File: src/rtl/dba_pkg.sv
package dba_pkg;
  localparam int REG_IDX_W = 4;
  localparam logic [REG_IDX_W-1:0] IDX_ADDR = 4'h9;
  localparam logic [REG_IDX_W-1:0] IDX_DATA = 4'hA;
  localparam logic [REG_IDX_W-1:0] IDX_CTRL = 4'hB;

  localparam logic [2:0] SZ_BYTE = 3'b000;
  localparam logic [2:0] SZ_HALF = 3'b001;
  localparam logic [2:0] SZ_WORD = 3'b010;

  // control word bit positions
  localparam int CB_START = 0;
  localparam int CB_SIZE  = 1;
  localparam int CB_READ  = 4;
  localparam int CB_ERR   = 8;
  localparam int CB_DV    = 9;
  localparam int CB_BUSY  = 10;

  typedef enum logic {ST_IDLE, ST_BUS} dba_state_e;
endpackage

File: src/rtl/dba_lane_steer.sv
module dba_lane_steer #(
  parameter int DATA_W = 32,
  localparam int LANES = DATA_W / 8,
  localparam int OFF_W = $clog2(LANES)
) (
  input  logic [2:0]        size_i,
  input  logic [OFF_W-1:0]  off_i,
  input  logic [DATA_W-1:0] data_i,
  input  logic [DATA_W-1:0] bus_rdata_i,
  output logic              legal_o,
  output logic [LANES-1:0]  be_o,
  output logic [DATA_W-1:0] wdata_o,
  output logic [DATA_W-1:0] rdata_o
);
  import dba_pkg::*;

  logic [OFF_W:0]    nbytes;
  logic [OFF_W-1:0]  align_mask;
  logic [DATA_W-1:0] wshift, rshift;

  assign nbytes     = (OFF_W+1)'(1) << size_i[1:0];
  assign align_mask = OFF_W'(nbytes - 1'b1);
  assign legal_o    = (size_i <= SZ_WORD) && ((off_i & align_mask) == '0);
  assign wshift     = data_i << {off_i, 3'b000};
  assign rshift     = bus_rdata_i >> {off_i, 3'b000};

  for (genvar i = 0; i < LANES; i++) begin : g_lane
    assign be_o[i] = (int'(off_i) <= i) && (i < int'(off_i) + int'(nbytes));
    assign wdata_o[8*i +: 8] = be_o[i] ? wshift[8*i +: 8] : 8'h00;
    assign rdata_o[8*i +: 8] = (i < int'(nbytes)) ? rshift[8*i +: 8] : 8'h00;
  end
endmodule

File: src/rtl/dba_ctrl.sv
module dba_ctrl (
  input  logic clk_i,
  input  logic rst_ni,
  input  logic start_i,
  input  logic legal_i,
  input  logic is_read_i,
  input  logic bus_ready_i,
  input  logic bus_err_i,
  output logic busy_o,
  output logic bus_req_o,
  output logic err_o,
  output logic dv_o,
  output logic capture_o
);
  import dba_pkg::*;

  dba_state_e state_q;

  assign busy_o    = (state_q == ST_BUS);
  assign bus_req_o = busy_o;
  assign capture_o = busy_o && bus_ready_i && !bus_err_i && is_read_i;

  always_ff @(posedge clk_i or negedge rst_ni) begin
    if (!rst_ni) begin
      state_q <= ST_IDLE;
      err_o   <= 1'b0;
      dv_o    <= 1'b0;
    end else begin
      unique case (state_q)
        ST_IDLE: if (start_i) begin
          if (legal_i) begin
            state_q <= ST_BUS;
            err_o   <= 1'b0;
            dv_o    <= !is_read_i; // write in flight reads as 0,1
          end else begin
            err_o   <= 1'b1;
            dv_o    <= 1'b0;
          end
        end
        ST_BUS: if (bus_ready_i) begin
          state_q <= ST_IDLE;
          err_o   <= bus_err_i;
          dv_o    <= !bus_err_i && is_read_i;
        end
        default: state_q <= ST_IDLE;
      endcase
    end
  end

  assert_no_err_dv_R9: assert property (@(posedge clk_i) disable iff (!rst_ni)
    !(err_o && dv_o));
  assert_req_hold_R10: assert property (@(posedge clk_i) disable iff (!rst_ni)
    bus_req_o && !bus_ready_i |=> bus_req_o);
  assert_req_drop_R10: assert property (@(posedge clk_i) disable iff (!rst_ni)
    bus_req_o && bus_ready_i |=> !bus_req_o);
  assert_illegal_no_bus_R4: assert property (@(posedge clk_i) disable iff (!rst_ni)
    !busy_o && start_i && !legal_i |=> !bus_req_o && err_o && !dv_o);
  assert_bus_err_R8: assert property (@(posedge clk_i) disable iff (!rst_ni)
    bus_req_o && bus_ready_i && bus_err_i |=> err_o && !dv_o);
endmodule

File: src/rtl/dba_top.sv
module dba_top #(
  parameter int ADDR_W = 32,
  parameter int DATA_W = 32,
  localparam int LANES = DATA_W / 8,
  localparam int OFF_W = $clog2(LANES)
) (
  input  logic              clk_i,
  input  logic              rst_ni,
  input  logic              reg_wr_i,
  input  logic [3:0]        reg_idx_i,
  input  logic [31:0]       reg_wdata_i,
  output logic [31:0]       reg_rdata_o,
  output logic              bus_req_o,
  output logic              bus_we_o,
  output logic [ADDR_W-1:0] bus_addr_o,
  output logic [LANES-1:0]  bus_be_o,
  output logic [DATA_W-1:0] bus_wdata_o,
  input  logic [DATA_W-1:0] bus_rdata_i,
  input  logic              bus_ready_i,
  input  logic              bus_err_i
);
  import dba_pkg::*;

  logic [ADDR_W-1:0] addr_q;
  logic [DATA_W-1:0] data_q;
  logic [2:0]        size_q;
  logic              rd_q;
  logic              busy, err, dv, capture, legal;
  logic              ctrl_wr, start;
  logic [2:0]        size_sel;
  logic              rd_sel;
  logic [DATA_W-1:0] rdata_rj;

  assign ctrl_wr  = reg_wr_i && (reg_idx_i == IDX_CTRL) && !busy;
  assign start    = ctrl_wr && reg_wdata_i[CB_START];
  assign size_sel = ctrl_wr ? reg_wdata_i[CB_SIZE +: 3] : size_q;
  assign rd_sel   = ctrl_wr ? reg_wdata_i[CB_READ] : rd_q;

  always_ff @(posedge clk_i or negedge rst_ni) begin
    if (!rst_ni) begin
      addr_q <= '0;
      data_q <= '0;
      size_q <= '0;
      rd_q   <= 1'b0;
    end else begin
      if (reg_wr_i && !busy && reg_idx_i == IDX_ADDR) addr_q <= ADDR_W'(reg_wdata_i);
      if (reg_wr_i && !busy && reg_idx_i == IDX_DATA) data_q <= DATA_W'(reg_wdata_i);
      else if (capture)                               data_q <= rdata_rj;
      if (ctrl_wr) begin
        size_q <= size_sel;
        rd_q   <= rd_sel;
      end
    end
  end

  dba_lane_steer #(.DATA_W(DATA_W)) u_steer (
    .size_i      (size_sel),
    .off_i       (addr_q[OFF_W-1:0]),
    .data_i      (data_q),
    .bus_rdata_i (bus_rdata_i),
    .legal_o     (legal),
    .be_o        (bus_be_o),
    .wdata_o     (bus_wdata_o),
    .rdata_o     (rdata_rj)
  );

  dba_ctrl u_ctrl (
    .clk_i       (clk_i),
    .rst_ni      (rst_ni),
    .start_i     (start),
    .legal_i     (legal),
    .is_read_i   (rd_sel),
    .bus_ready_i (bus_ready_i),
    .bus_err_i   (bus_err_i),
    .busy_o      (busy),
    .bus_req_o   (bus_req_o),
    .err_o       (err),
    .dv_o        (dv),
    .capture_o   (capture)
  );

  assign bus_addr_o = addr_q;
  assign bus_we_o   = !rd_q;

  always_comb begin
    reg_rdata_o = '0;
    unique case (reg_idx_i)
      IDX_ADDR: reg_rdata_o = 32'(addr_q);
      IDX_DATA: reg_rdata_o = 32'(data_q);
      IDX_CTRL: begin
        reg_rdata_o[CB_SIZE +: 3] = size_q;
        reg_rdata_o[CB_READ]      = rd_q;
        reg_rdata_o[CB_ERR]       = err;
        reg_rdata_o[CB_DV]        = dv;
        reg_rdata_o[CB_BUSY]      = busy;
      end
      default: reg_rdata_o = '0;
    endcase
  end

  assert_req_stable_R10: assert property (@(posedge clk_i) disable iff (!rst_ni)
    bus_req_o && !bus_ready_i |=> $stable(bus_addr_o) && $stable(bus_be_o)
                                  && $stable(bus_we_o) && $stable(bus_wdata_o));
  assert_be_count_R5: assert property (@(posedge clk_i) disable iff (!rst_ni)
    bus_req_o |-> $countones(bus_be_o) == (32'd1 << size_q));
  assert_data_hold_R8: assert property (@(posedge clk_i) disable iff (!rst_ni)
    bus_req_o && !bus_we_o && bus_ready_i && bus_err_i |=> $stable(data_q));
endmodule

File: config.mk
export PLATFORM = sky130hd
export DESIGN_NAME = dba_top
export DESIGN_NICKNAME = d
export VERILOG_FILES = /design/src/rtl/dba_pkg.sv /design/src/rtl/dba_lane_steer.sv /design/src/rtl/dba_ctrl.sv /design/src/rtl/dba_top.sv
export SDC_FILE = /design/constraint.sdc
export NUM_CORES = 1
export LEC_CHECK = 0
export ABC_CLOCK_PERIOD_IN_PS = 10300
export BUFFER_PORTS_ARGS = -buffer_cell sky130_fd_sc_hd__buf_2
export CAP_MARGIN = 10
export CORE_ASPECT_RATIO = 1.75
export CORE_MARGIN = 5
export CORE_UTILIZATION = 54
export CTS_CLUSTER_DIAMETER = 120
export DETAILED_ROUTE_END_ITERATION = 8
export PLACE_DENSITY = 0.87
export REMOVE_ABC_BUFFERS = 1
export SLEW_MARGIN = 20
export SYNTH_ARGS = -nofsm -noshare
export SYNTH_HDL_FRONTEND = slang
export SYNTH_SLANG_ARGS = --single-unit
File: constraint.sdc
create_clock -name clk_i -period 10.3 [get_ports clk_i]
set_input_delay 1.545 -clock clk_i [delete_from_list [all_inputs] [get_ports clk_i]]
set_output_delay 1.545 -clock clk_i [all_outputs]
set_load 0.01 [all_outputs]
=== Yosys cells after proc, flatten, opt, wreduce, memory -nomap -nowiden ===
Index checks and enable logic that the tools add are counted.

* Register bits after elaboration: 71
* Input port bits: 73
* Output and inout port bits: 102
* Word-level logic and storage cells: 81

* Add/sub/neg operators: 2
* Order comparisons: 12
* Equality and inequality tests: 5
* Shift-type cells: 3
* Mux-type cells: 29
* Bitwise operators: 2
* Reductions and logical operators: 21

{| class="wikitable"
|+ Operator list
! cell !! number
|-
| < comparator 3 x 32 -> 1 bit (first input constant) || 2
|-
| 2-to-1 mux 32 bit || 2
|-
| 2-to-1 mux 8 bit || 8
|-
| one-hot mux 21 bit (2 select lines) || 1
|-
| < comparator 1 x 32 -> 1 bit (first input constant) || 1
|-
| < comparator 2 x 32 -> 1 bit (first input constant) || 1
|-
| left shift 32 x 5 -> 32 bit || 1
|-
| >> shifter 32 x 5 -> 32 bit || 1
|-
| logical AND 1 bit || 14
|-
| equality test 4 bit (second input constant) || 3
|-
| one-hot mux 4 bit (3 select lines) || 1
|-
| 2-to-1 mux 1 bit || 10
|-
| one-hot mux 3 bit (3 select lines) || 1
|-
| one-hot mux 1 bit (2 select lines) || 4
|-
| < comparator 1 x 3 -> 1 bit (first input constant) || 2
|-
| < comparator 2 x 3 -> 1 bit (first input constant) || 2
|-
| one-hot mux 3 bit (2 select lines) || 1
|-
| adder 2 x 3 -> 4 bit || 1
|-
| <= comparator 2 x 1 -> 1 bit (second input constant) || 2
|-
| logical NOT 1 bit || 4
|-
| != test 2 bit (second input constant) || 2
|-
| <= comparator 3 x 2 -> 1 bit (second input constant) || 1
|-
| 2-to-1 mux 3 bit || 1
|-
| left shift 1 x 2 -> 3 bit (first input constant) || 1
|-
| other kinds (7) || 7
|}

=== Depth between registers and ports, before layout ===
Gate-level depths: netlist of the first run.

* Word-level depth: 12
* Mapped depth: 15
* Gate-level depth less buffers: 12

=== Modules after synthesis ===
A second synthesis of the first run with hierarchy kept.

* Cells, all modules: 449
* Area, all modules: 5285.1 µm²

{| class="wikitable"
|+ By module, submodules not included
! module !! instances !! cells each !! area each (µm²) !! sequential area each (µm²)
|-
| dba_top || 1 || 246 || 3562.2 || 1701.6
|-
| dba_lane_steer || 1 || 186 || 1555.2 || 0.0
|-
| dba_ctrl || 1 || 17 || 167.7 || 75.1
|}

=== Worst setup path after synthesis of the first run ===
No wires, ideal clock.

* Kind: input to output
* Start: in reg_idx_i[2]
* End: out bus_wdata_o[0]
* Arrival: 4.273 ns
* Data required time: 8.755 ns
* Slack: 4.482 ns
* Cell stages on the path: 14
* Buffers on the path: 2
* Cells stage by stage: and4b_1 buf_2 and2_1 buf_2 mux2_2 inv_1 ha_1 ha_1 fa_1 nand2_1 o21ai_0 nor3b_1 nor3_1 and2_1

* Longest elaborated chain between the ends: 9

{| class="wikitable"
|+ RTL lines
! element !! RTL line !! source
|-
| start: declaration || dba_top.sv:10 || <nowiki>input logic [3:0] reg_idx_i,</nowiki>
|-
| equality test 4 bit || dba_top.sv:34 || <nowiki>assign ctrl_wr = reg_wr_i && (reg_idx_i == IDX_CTRL) && !busy;</nowiki>
|-
| logical AND 1 bit (2 in a row) || dba_top.sv:34 ||
|-
| 2-to-1 mux 3 bit || dba_top.sv:36 || <nowiki>assign size_sel = ctrl_wr ? reg_wdata_i[CB_SIZE +: 3] : size_q;</nowiki>
|-
| named net size_sel[0] || dba_top.sv:30 || <nowiki>logic [2:0] size_sel;</nowiki>
|-
| left shift 1 x 2 -> 3 bit || dba_lane_steer.sv:21 || <nowiki>assign nbytes = (OFF_W+1)'(1) << size_i[1:0];</nowiki>
|-
| adder 2 x 3 -> 4 bit || dba_lane_steer.sv:28 || <nowiki>assign be_o[i] = (int'(off_i) <= i) && (i < int'(off_i) + int'(nbytes));</nowiki>
|-
| < comparator 1 x 32 -> 1 bit || dba_lane_steer.sv:28 ||
|-
| logical AND 1 bit || dba_lane_steer.sv:28 ||
|-
| named net bus_be_o[0] || dba_top.sv:16 || <nowiki>output logic [LANES-1:0] bus_be_o,</nowiki>
|-
| 2-to-1 mux 8 bit || dba_lane_steer.sv:29 || <nowiki>assign wdata_o[8*i +: 8] = be_o[i] ? wshift[8*i +: 8] : 8'h00;</nowiki>
|-
| end: declaration || dba_top.sv:17 || <nowiki>output logic [DATA_W-1:0] bus_wdata_o,</nowiki>
|}

The timed path passes the listed nets, and every way through them passes these cells.

=== Worst setup path in the final report of the first run ===
* Start: in reg_idx_i[2]
* End: out bus_wdata_o[10]

* Longest elaborated chain between the ends: 9

{| class="wikitable"
|+ RTL lines
! element !! RTL line
|-
| equality test 4 bit || dba_top.sv:34
|-
| logical AND 1 bit (2 in a row) || dba_top.sv:34
|-
| 2-to-1 mux 3 bit || dba_top.sv:36
|-
| named net size_sel[0] || dba_top.sv:30
|-
| left shift 1 x 2 -> 3 bit || dba_lane_steer.sv:21
|-
| adder 2 x 3 -> 4 bit || dba_lane_steer.sv:28
|-
| < comparator 2 x 32 -> 1 bit || dba_lane_steer.sv:28
|-
| logical AND 1 bit || dba_lane_steer.sv:28
|-
| 2-to-1 mux 8 bit || dba_lane_steer.sv:29
|}

The timed path passes the listed nets, and every way through them passes these cells.

==> metrics.md, run 1 <==
| Metric | Value |
|---|---|
| Peak Freq | 141 MHz |
| Met3 routed WL | 1100 um |
| CTS tree | done |
| DIE HEIGHT | 132 um |
| Vias per cell | 6.40 |
| CTS sink count | 71 |
| Initial antenna violation count | 0 |
| Worst hold path type | flop to flop |
| Async SR Flop Fraction | 100% |
| Slowest stage cell, crit path | o21bai_2 |
| Max-slew headroom | 33.8% |
| Die area | 10400 um^2 |
| Worst Skew | 0.00509 ns |
| Fillers | 652 |
| Storage cell area | 1780 um^2 |
| Hold Fails Final Rpt | 0 |
| CORE AREA | 8260 um^2 |
| DPL Wire Length | 10700 um |
| Tcrit/Tclk final | 69.0% |
| Setup crit end kind | output pin |
| GPL Wtd Cong | 0.880 |
| Setup ws final | 3.19 ns |
| Max-Cap Viols | 0 |
| Setup violators final | 0 |
| Clock Latency Late Sink | 0.33 ns |
| Simple-gate area share of the yosys netlist | 14.4% |
| Share of the synthesized area in the top cell type | 39.0% |
| Compound-gate portion of the synthesized area | 22.0% |
| Met1 wire length | 5390 um |
| Max Slew Vio Count | 0 |
| Max Used Layer | met4 |
| Main combinational cell family by area after synthesis | compound AO/OA/AOI/OAI gates |
| WS Path Type | input pin to output pin |
| Metal2 WL | 8020 um |
| Drt pass-1 iters | 6 |
| Worst slew pin tran | 0.986 ns |
| First-pass GRT wire length | 23700 um |
| PortBufs | 174 |
| Setup tns final | 0 ns |
| Leakage | 2.91 nW |
| Peak VDD IR | 0.133 mV |
| CTS Buf Count | 9 |
| Largest net degree at the start of global routing | 73 |
| Largest fanout on the critical path | 11 |
| # hold bufs at CTS | 0 |
| Commonest cells in the synthesized netlist | dfrtp_1, nor2_1, nand2_1, mux2i_1, mux2_2 |
| Run status | completed |
| Crit path DAT | 5.56 ns |
| Largest cells by area after synthesis | dfrtp_1, mux2i_1, mux2_2 |
| Yosys reg bits | 71 |
| Clock transition at the registers of the reported paths | 0.05 ns |
| Ys Warns | 0 |
| Syn Inst Count | 480 |
| Drt drc | 0 |
| Min Tclk post-route | 7.11 ns |
| Vias | 4664 |
| Clock buffer depth | 2 |
| Clk root buf | clkbuf_16 |
| Area share of fa/ha/maj cells after synthesis | 2.36% |
| Initial Util | 55.2% |
| DRT iter0 DRCs | 439 |
| Routed length per placed instance | 21.0 um |
| CP Launch Type | input pin |
| Yosys cell types | 47 |
| Post-synth EDFFs | 0 |
| Post-CTS Resized | 0 |
| Chip width | 79.4 um |
| Cell Area, Synth | 4560 um^2 |
| Power per cell area | 212 nW/um^2 |
| Most used DFF post-synth | dfrtp_1 |
| Worst slack, placed | 3.31 ns |
| # IOs | 175 |
| CP required | 8.76 ns |
| Leading area contributor after synthesis | dfrtp_1 |
| CP Cell Sequence | buf_2 > and4b_1 > and2_1 > mux2_2 > inv_1 > ha_1 > ha_1 > fa_1 > or2_2 > o21ai_1 > inv_1 > o21bai_2 > nor2_1 > buf_2 |
| Max incr delay on CP | 0.56 ns |
| Area delta synth->final | 24.7% |
| Post-Synth XOR/XNOR Area | 0% |
| Mux share of post-synthesis cell area | 16.6% |
| Vias in the first global route | 4767 |
| Final #Nets | 713 |
| Rows | 44 |
| ANT cells | 0 |
| Top-count cell post-synth | dfrtp_1 |
| Share of cells above drive strength 1 | 36.9% |
| Routed WL | 15300 um |
| RSZ-0062 raised after global routing | no |
| Sequential-to-total area share from yosys stat | 39.0% |
| Grt total ovfl | 0 |
| Post-route ant nets | 0 |
| Footprint of the multi-input gates | 2520 um^2 |
| H-tree depth | 3 |
| Mapped Avg Cell Area | 9.49 um^2 |
| GR Util All Layers | 29.1% |
| Post-CTS setup buffer count | 0 |
-- per-stage QoR --
| stage | utilization [%] | cell area, um^2 | hold WS [ns] | instances | power (mW) |
|---|---|---|---|---|---|
| 4_1_cts | 68.8 | 5680 | 0.516 | 729 | 1.20 |
| 6_report | 68.8 | 5680 | 0.522 | 729 | 1.20 |
| 3_3_place_gp | 65.4 | 5400 | 0.486 | 713 | 0.891 |
| 2_1_floorplan | - | 4360 | 0.465 | 440 | 0.702 |
| 3_5_place_dp | 65.4 | 5400 | 0.504 | 713 | 0.907 |
| 5_1_grt | 68.8 | 5680 | 0.534 | 729 | 1.26 |
-- worst paths after layout --
path	start	to	slack, ns	cells after the start
max	reg_idx_i[2]	bus_wdata_o[10]	3.19	14
min	bus_addr_o[8]$_DFFE_PN0P_	bus_addr_o[8]$_DFFE_PN0P_	0.52	1
max reg2reg	u_ctrl.bus_req_o$_DFF_PN0_	u_ctrl.err_o$_DFFE_PN0P_	7.35	11
min reg2reg	bus_addr_o[8]$_DFFE_PN0P_	bus_addr_o[8]$_DFFE_PN0P_	0.52	1
max in group asynchronous	rst_ni	bus_addr_o[0]$_DFFE_PN0P_	8.25	1
min in group asynchronous	rst_ni	bus_addr_o[11]$_DFFE_PN0P_	1.36	1
-- layout make-up --
type                            instances  share of cell area [%]
Multi-Input combinational cell        353                    44.4
Sequential cell                        71                    31.3
Timing Repair Buffer                  181                    16.3
Clock buffer                           12                    4.52
Tap cell                               92                    2.03
Inverter                               16                    1.06
Clock inverter                          4                   0.352
-- cell families (layout without fill, tap and decap cells) --
group,after synthesis,after routing
mux,71,71
simple gates,135,135
flops,71,71
buf+inv,56,213
fa+ha+maj,8,8
compound gates,139,139
-- where the power goes --
| part | switching [mW] | total, mW | internal [mW] |
|---|---|---|---|
| logic | 0.284 | 0.494 | 0.209 |
| registers | 0.0707 | 0.418 | 0.347 |
| clock network | 0.116 | 0.290 | 0.174 |
| total | 0.470 | 1.20 | 0.731 |
-- layer usage --
metal	vias to the layer above	global-route usage, %
met5	-	0
met4	0	18.5
met3	63	4.45
met2	293	50.0
met1	2249	32.8
li1	2059	-
-- worst max-delay path, delay by kind of cell --
kind	cells	cell delay [ns]
buf+inv	4	0.50
fa+ha+maj	3	0.82
simple gates	4	1.33
mux	1	0.27
compound gates	2	1.09
-- sequential cells by signal, summed over array words and instances (netlist names) --
register and count:
u_ctrl.bus_req_o 1, size_q 3, u_ctrl.dv_o 1, u_ctrl.err_o 1, rd_q 1, bus_addr_o 32, data_q 32
-- cell usage in the layout, fill, tap and decap left out, types with 2 or more instances in the layout --
master,instances
a211o_1,10
a211oi_1,16
a21oi_1,16
a221oi_1,8
a222oi_1,7
a22o_1,26
a22oi_1,8
a32oi_1,8
and2_1,10
buf_2,173
buf_4,8
clkbuf_16,9
clkbuf_8,2
clkinv_2,4
dfrtp_1,69
dfrtp_2,2
ha_1,7
inv_1,16
mux2_1,7
mux2_2,30
mux2i_1,34
nand2_1,42
nand3_1,2
nor2_1,49
nor2b_1,17
o21ai_0,19
o21ai_1,15
or3_1,2
(Power assumes the default switching activity.)
==> run 2, diff against run 1 <==
Settings changed: ABC_AREA set to 1, ABC_CLOCK_PERIOD_IN_PS 10300 to 7450, CORE_UTILIZATION 54 to 50, PLACE_DENSITY 0.87 to 0.81.
Clock period 10.3 ns to 7.45 ns, I/O delays scaled along.
==> run 2 against run 1 <==
Net effect:
- combinational power is 41% higher
- die area is 9.7% higher
- critical path depth is 3 higher
- via count is 18% higher
- non-clock buffer count is 2 lower
- global-route usage is 0.77 points higher
- critical path type unchanged
- critical endpoint is now bus_wdata_o[15]
- largest cell class unchanged
- largest power group unchanged
==> metrics.md, run 2 <==
| Metric | Value |
|---|---|
| Run status | completed |
| Rows | 46 |
| Commonest non-fill, non-tap cell in the layout | nand2_1 |
| Worst reg2reg endpoint | data_q[18]$_DFFE_PN0P_ |
| Commonest cells after routing, fill and taps aside | nand2_1, buf_2, o21ai_0, inv_1, dfrtp_1 |
| WS Path Type | input pin to output pin |
| CORE AREA | 9090 um^2 |
| Hold Crit Depth | 2 |
| Tcrit/Tclk final | 75.6% |
| Sequential-to-total area share from yosys stat | 38.0% |
| Final #Nets | 915 |
| DPL Wire Length | 12200 um |
| Worst Hold Path EP | u_ctrl.err_o$_DFFE_PN0P_ |
| CP Launch Type | input pin |
| Commonest cells in the synthesized netlist | nand2_1, o21ai_0, inv_1, dfrtp_1, nor2_1 |
| Cell Area, Synth | 4670 um^2 |
| Clock transition at the registers of the reported paths | 0.06 ns |
| Leakage | 3.20 nW |
| Syn Inst Count | 682 |
| Routed WL | 17300 um |
| CTS tree | done |
| Yosys cell types | 38 |
| Clock buffer depth | 2 |
| PortBufs | 174 |
| Grt total ovfl | 0 |
| HP Start | u_ctrl.err_o$_DFFE_PN0P_ |
| Crit path DAT | 4.51 ns |
| Worst Skew | 0.00668 ns |
| RR Startpoint | u_ctrl.bus_req_o$_DFF_PN0_ |
| Post-Layout Inst Area | 5880 um^2 |
| Largest fanout on the critical path | 10 |
| Max-Cap Viols | 0 |
| Setup violators final | 0 |
| Most used DFF post-synth | dfrtp_1 |
| DIE HEIGHT | 138 um |
| DP Area | 5560 um^2 |
| DRT iter0 DRCs | 509 |
| Share of the synthesized area in the top cell type | 38.0% |
| Async SR Flop Fraction | 100% |
| Max-slew headroom | 27.5% |
| Largest net degree at the start of global routing | 72 |
| Drt drc | 0 |
| Post-route ant nets | 0 |
| Min Tclk post-route | 5.63 ns |
| Post-CTS Resized | 0 |
| Leading area contributor after synthesis | dfrtp_1 |
| Ys Warns | 0 |
| Max Slew Vio Count | 0 |
| Setup tns final | 0 ns |
| GR Util All Layers | 29.9% |
| Clk root buf | clkbuf_16 |
| Worst slack, placed | 1.87 ns |
| Yosys reg bits | 71 |
| Peak Freq | 178 MHz |
| Vias in the first global route | 5393 |
| Worst hold path type | flop to flop |
| Drt pass-1 iters | 5 |
| Top-count cell post-synth | nand2_1 |
| First-pass GRT wire length | 27100 um |
| Initial antenna violation count | 1 |
| Routed length per placed instance | 18.1 um |
| CTS sink count | 71 |
| Die area | 11500 um^2 |
| Clock Latency Late Sink | 0.34 ns |
| Share of cells above drive strength 1 | 24.9% |
| Post-Route Utilization | 64.6% |
| Flop2flop setup slack | 4.57 ns |
| Peak VDD IR | 0.164 mV |
| CP required | 6.33 ns |
| Post-synth EDFFs | 0 |
| Vias | 5519 |
| Initial Util | 51.4% |
| Hold Fails Final Rpt | 0 |
| Power per cell area | 289 nW/um^2 |
| Post-CTS setup buffer count | 0 |
| Vias per cell | 5.75 |
| Setup ws final | 1.82 ns |
| CTS Buf Count | 9 |
| Largest cells by area after synthesis | dfrtp_1, nand2_1, o21ai_0 |
| Chip width | 83.1 um |
| RSZ-0062 raised after global routing | no |
| Setup crit end kind | output pin |
| H-tree depth | 3 |
| Crit path launch | reg_wr_i |
| # IOs | 175 |
| # hold bufs at CTS | 0 |
| Worst slew pin tran | 1.08 ns |
| Mapped Avg Cell Area | 6.85 um^2 |
| Area delta synth->final | 25.7% |
| R2r worst-path depth | 10 |
| Min Hold Slack | 0.492 ns |
| GPL Wtd Cong | 0.898 |
run 2: cell count changes after synthesis, moves of 18 or more:
cell,previous run,this run
o21ai_0,20,105
nand2_1,42,197
o22ai_1,1,19
mux2_2,30,3
mux2i_1,34,1
a22o_1,26,1
inv_1,16,93
run 2: how the worst max path moves through the flow:
stage                      endpoint  slack, ns  depth (start not counted)
finish              bus_wdata_o[15]       1.82                         17
CTS                 bus_wdata_o[15]       1.85                         17
floorplan               bus_be_o[0]       2.70                         15
detailed placement  bus_wdata_o[15]       1.87                         17
global route        bus_wdata_o[13]       1.60                         17
global placement    bus_wdata_o[10]       2.04                         17
run 2: metrics by stage:
| stage | instances | total power [mW] |
|---|---|---|
| final | 960 | 1.70 |
| after global routing | 960 | 1.80 |
| after CTS | 959 | 1.69 |
| after detailed placement | 943 | 1.24 |
| after global placement | 943 | 1.21 |
| after floorplan | 644 | 0.943 |
run 2: layout make-up:
cell class                 count  area [um^2]
timing repair buffer         179          911
antenna                        1         2.50
inverter                      98          368
multi-input combinational    475         2360
clock inverter                 3         40.0
tap                          120          150
sequential                    71         1780
fill                         889         3220
clock buffer                  13          270
run 2: worst max-delay path, stage by stage:
cell	delay, ns
buf_2	0.09
inv_1	0.09
nor2_4	0.07
nand3_4	0.13
inv_1	0.06
or2_2	0.26
o21ai_0	0.19
inv_1	0.16
ha_1	0.27
fa_1	0.42
xor2_1	0.16
nor2_2	0.48
inv_2	0.06
or2_1	0.27
nand2_1	0.42
nor2_1	0.09
buf_2	0.16
run 2: per-layer routing:
layer / GRT usage (%) / part of all wire (%) / wire length [um]
met1: 32.8 / 35 / 6070
met2: 52.7 / 52 / 8960
met3: 5.53 / 7.5 / 1300
met4: 19.8 / 5.8 / 999
met5: 0 / 0 / 0
run 2: power breakdown:
part	total, mW	internal [mW]	switching, mW
Combinational	0.698	0.238	0.461
Clock	0.453	0.286	0.167
Sequential	0.549	0.477	0.0717
run 2: logic make-up after synthesis:
kind of cell	Yosys count	synth area share, %
multiplexers	4	0.937
AO/OA/AOI/OAI	192	23.4
buffers and inverters	136	11.7
AND/OR/NAND/NOR	270	23.4
adder cells (fa/ha/maj)	8	2.30
flip-flops	71	38.0
XOR/XNOR	1	0.187
==> run 3, diff against run 2 <==
Settings changed: ABC_CLOCK_PERIOD_IN_PS 7450 to 5400.
Clock period 7.45 ns to 5.4 ns, I/O delays scaled along.
==> run 3 against run 2 <==
Net effect:
- count of clock-buffer cells in the layout is 1 higher
- core utilization rose by 0.73 points
- hold slack got worse by 0.0014 ns
- clock power increased by 52%
- clock skew about the same
- via count is 2.0% lower
- total power is 42% higher
- combinational power up 40%
- largest power group unchanged
- non-clock buffer count is 5 higher
- critical endpoint is now bus_be_o[1]
- critical path depth did not move
==> metrics.md, run 3 (synthesis results as in run 2) <==
| Metric | Value |
|---|---|
| Clock Latency Late Sink | 0.34 ns |
| Largest net degree at the start of global routing | 72 |
| Worst slack, placed | 0.760 ns |
| Share of cells above drive strength 1 | 25.4% |
| Routed WL | 17000 um |
| Initial antenna violation count | 1 |
| Worst hold path type | flop to flop |
| Commonest cells after routing, fill and taps aside | nand2_1, buf_2, o21ai_0, inv_1, dfrtp_1 |
| Worst Skew | 0.00690 ns |
| DPL Wire Length | 12100 um |
| Routed length per placed instance | 17.6 um |
| Met1 wire length | 6120 um |
| Max-slew headroom | 36.1% |
| Run status | completed |
| PortBufs | 174 |
| WS Path Type | input pin to output pin |
| Peak VDD IR | 0.231 mV |
| Max Used Layer | met4 |
| CP required | 4.59 ns |
| Tcrit/Tclk final | 86.4% |
| DIE HEIGHT | 138 um |
| Power per cell area | 406 nW/um^2 |
| Setup tns final | 0 ns |
| Die area | 11500 um^2 |
| CTS Buf Count | 9 |
| Max-Cap Viols | 0 |
| Post-CTS Resized | 0 |
| CTS tree | done |
| RSZ-0062 raised after global routing | no |
| Clk root buf | clkbuf_16 |
| Hold Fails Final Rpt | 0 |
| Initial Util | 51.4% |
| Post-Route Utilization | 65.4% |
| CORE AREA | 9090 um^2 |
| Min Hold Slack | 0.491 ns |
| Peak Freq | 214 MHz |
| First-pass GRT wire length | 26500 um |
| Setup ws final | 0.735 ns |
| CP Launch Type | input pin |
| Chip width | 83.1 um |
| Post-route ant nets | 0 |
| Max Slew Vio Count | 0 |
| Metal2 WL | 8850 um |
| DRT iter0 DRCs | 415 |
| Met3 routed WL | 1170 um |
| Rows | 46 |
| Min Tclk post-route | 4.66 ns |
| GR Util All Layers | 29.1% |
| Vias per cell | 5.61 |
| Commonest non-fill, non-tap cell in the layout | nand2_1 |
| Worst slew pin tran | 0.959 ns |
| Final #Nets | 920 |
| Clock buffer depth | 2 |
| Area delta synth->final | 27.1% |
| Crit path DAT | 3.85 ns |
| Largest fanout on the critical path | 9 |
| Clock transition at the registers of the reported paths | 0.05 ns |
| # hold bufs at CTS | 0 |
| Drt pass-1 iters | 5 |
| Drt drc | 0 |
| Post-CTS setup buffer count | 0 |
| Vias | 5409 |
| Grt total ovfl | 0 |
| # IOs | 175 |
| Leakage | 3.23 nW |
| GPL Wtd Cong | 0.924 |
| Setup crit end kind | output pin |
| CTS sink count | 71 |
| Setup violators final | 0 |
| Vias in the first global route | 5325 |
| H-tree depth | 3 |
==> run 3: worst paths after layout <==
check	from	slack, ns	cells past startpoint	end
max	reg_idx_i[0]	0.74	17	bus_be_o[1]
min in group asynchronous	rst_ni	0.61	1	data_q[24]$_DFFE_PN0P_
max in group asynchronous	rst_ni	4.11	1	bus_addr_o[0]$_DFFE_PN0P_
min reg2reg	u_ctrl.err_o$_DFFE_PN0P_	0.49	2	u_ctrl.err_o$_DFFE_PN0P_
min	u_ctrl.err_o$_DFFE_PN0P_	0.49	2	u_ctrl.err_o$_DFFE_PN0P_
max reg2reg	u_ctrl.bus_req_o$_DFF_PN0_	2.53	10	data_q[19]$_DFFE_PN0P_
==> run 3: stage by stage <==
step / total power [mW] / std cells / cell area [um^2]
3_5_place_dp: 1.72 / 948 / 5600
5_1_grt: 2.55 / 965 / 5940
4_1_cts: 2.41 / 964 / 5940
6_report: 2.41 / 965 / 5940
2_1_floorplan: 1.30 / 644 / 4490
3_3_place_gp: 1.68 / 948 / 5600
==> run 3: final cells by class <==
class                   count  area, um^2
fillers                   874        3150
multi-input cells         475        2350
flip-flops and latches     71        1780
repair buffers            184         948
inverters                  98         368
clock buffers              14         284
well taps                 120         150
clock inverters             2        60.1
diodes                      1        2.50
==> run 3: layer usage <==
metal	track usage [%]	vias up
met2	51.1	306
met1	32.6	2489
met4	18.0	0
met5	0	-
li1	-	2547
met3	5.35	67
==> run 3: power by group <==
group | internal [mW] | total, mW | switching, mW | leakage (nW)
sequential | 0.658 | 0.749 | 0.0911 | 0.894
clock | 0.455 | 0.688 | 0.233 | 0.169
combinational | 0.335 | 0.975 | 0.639 | 2.17
==> run 3: critical path, stage by stage <==
cell,delay (ns)
buf_2,0.12
nand2_1,0.08
inv_1,0.07
nand3_4,0.12
inv_1,0.06
or2_2,0.26
o21ai_0,0.18
inv_1,0.14
ha_1,0.27
fa_1,0.43
xor2_1,0.17
nor2_2,0.11
inv_2,0.05
or2_1,0.24
nand2_1,0.45
inv_1,0.11
buf_2,0.16
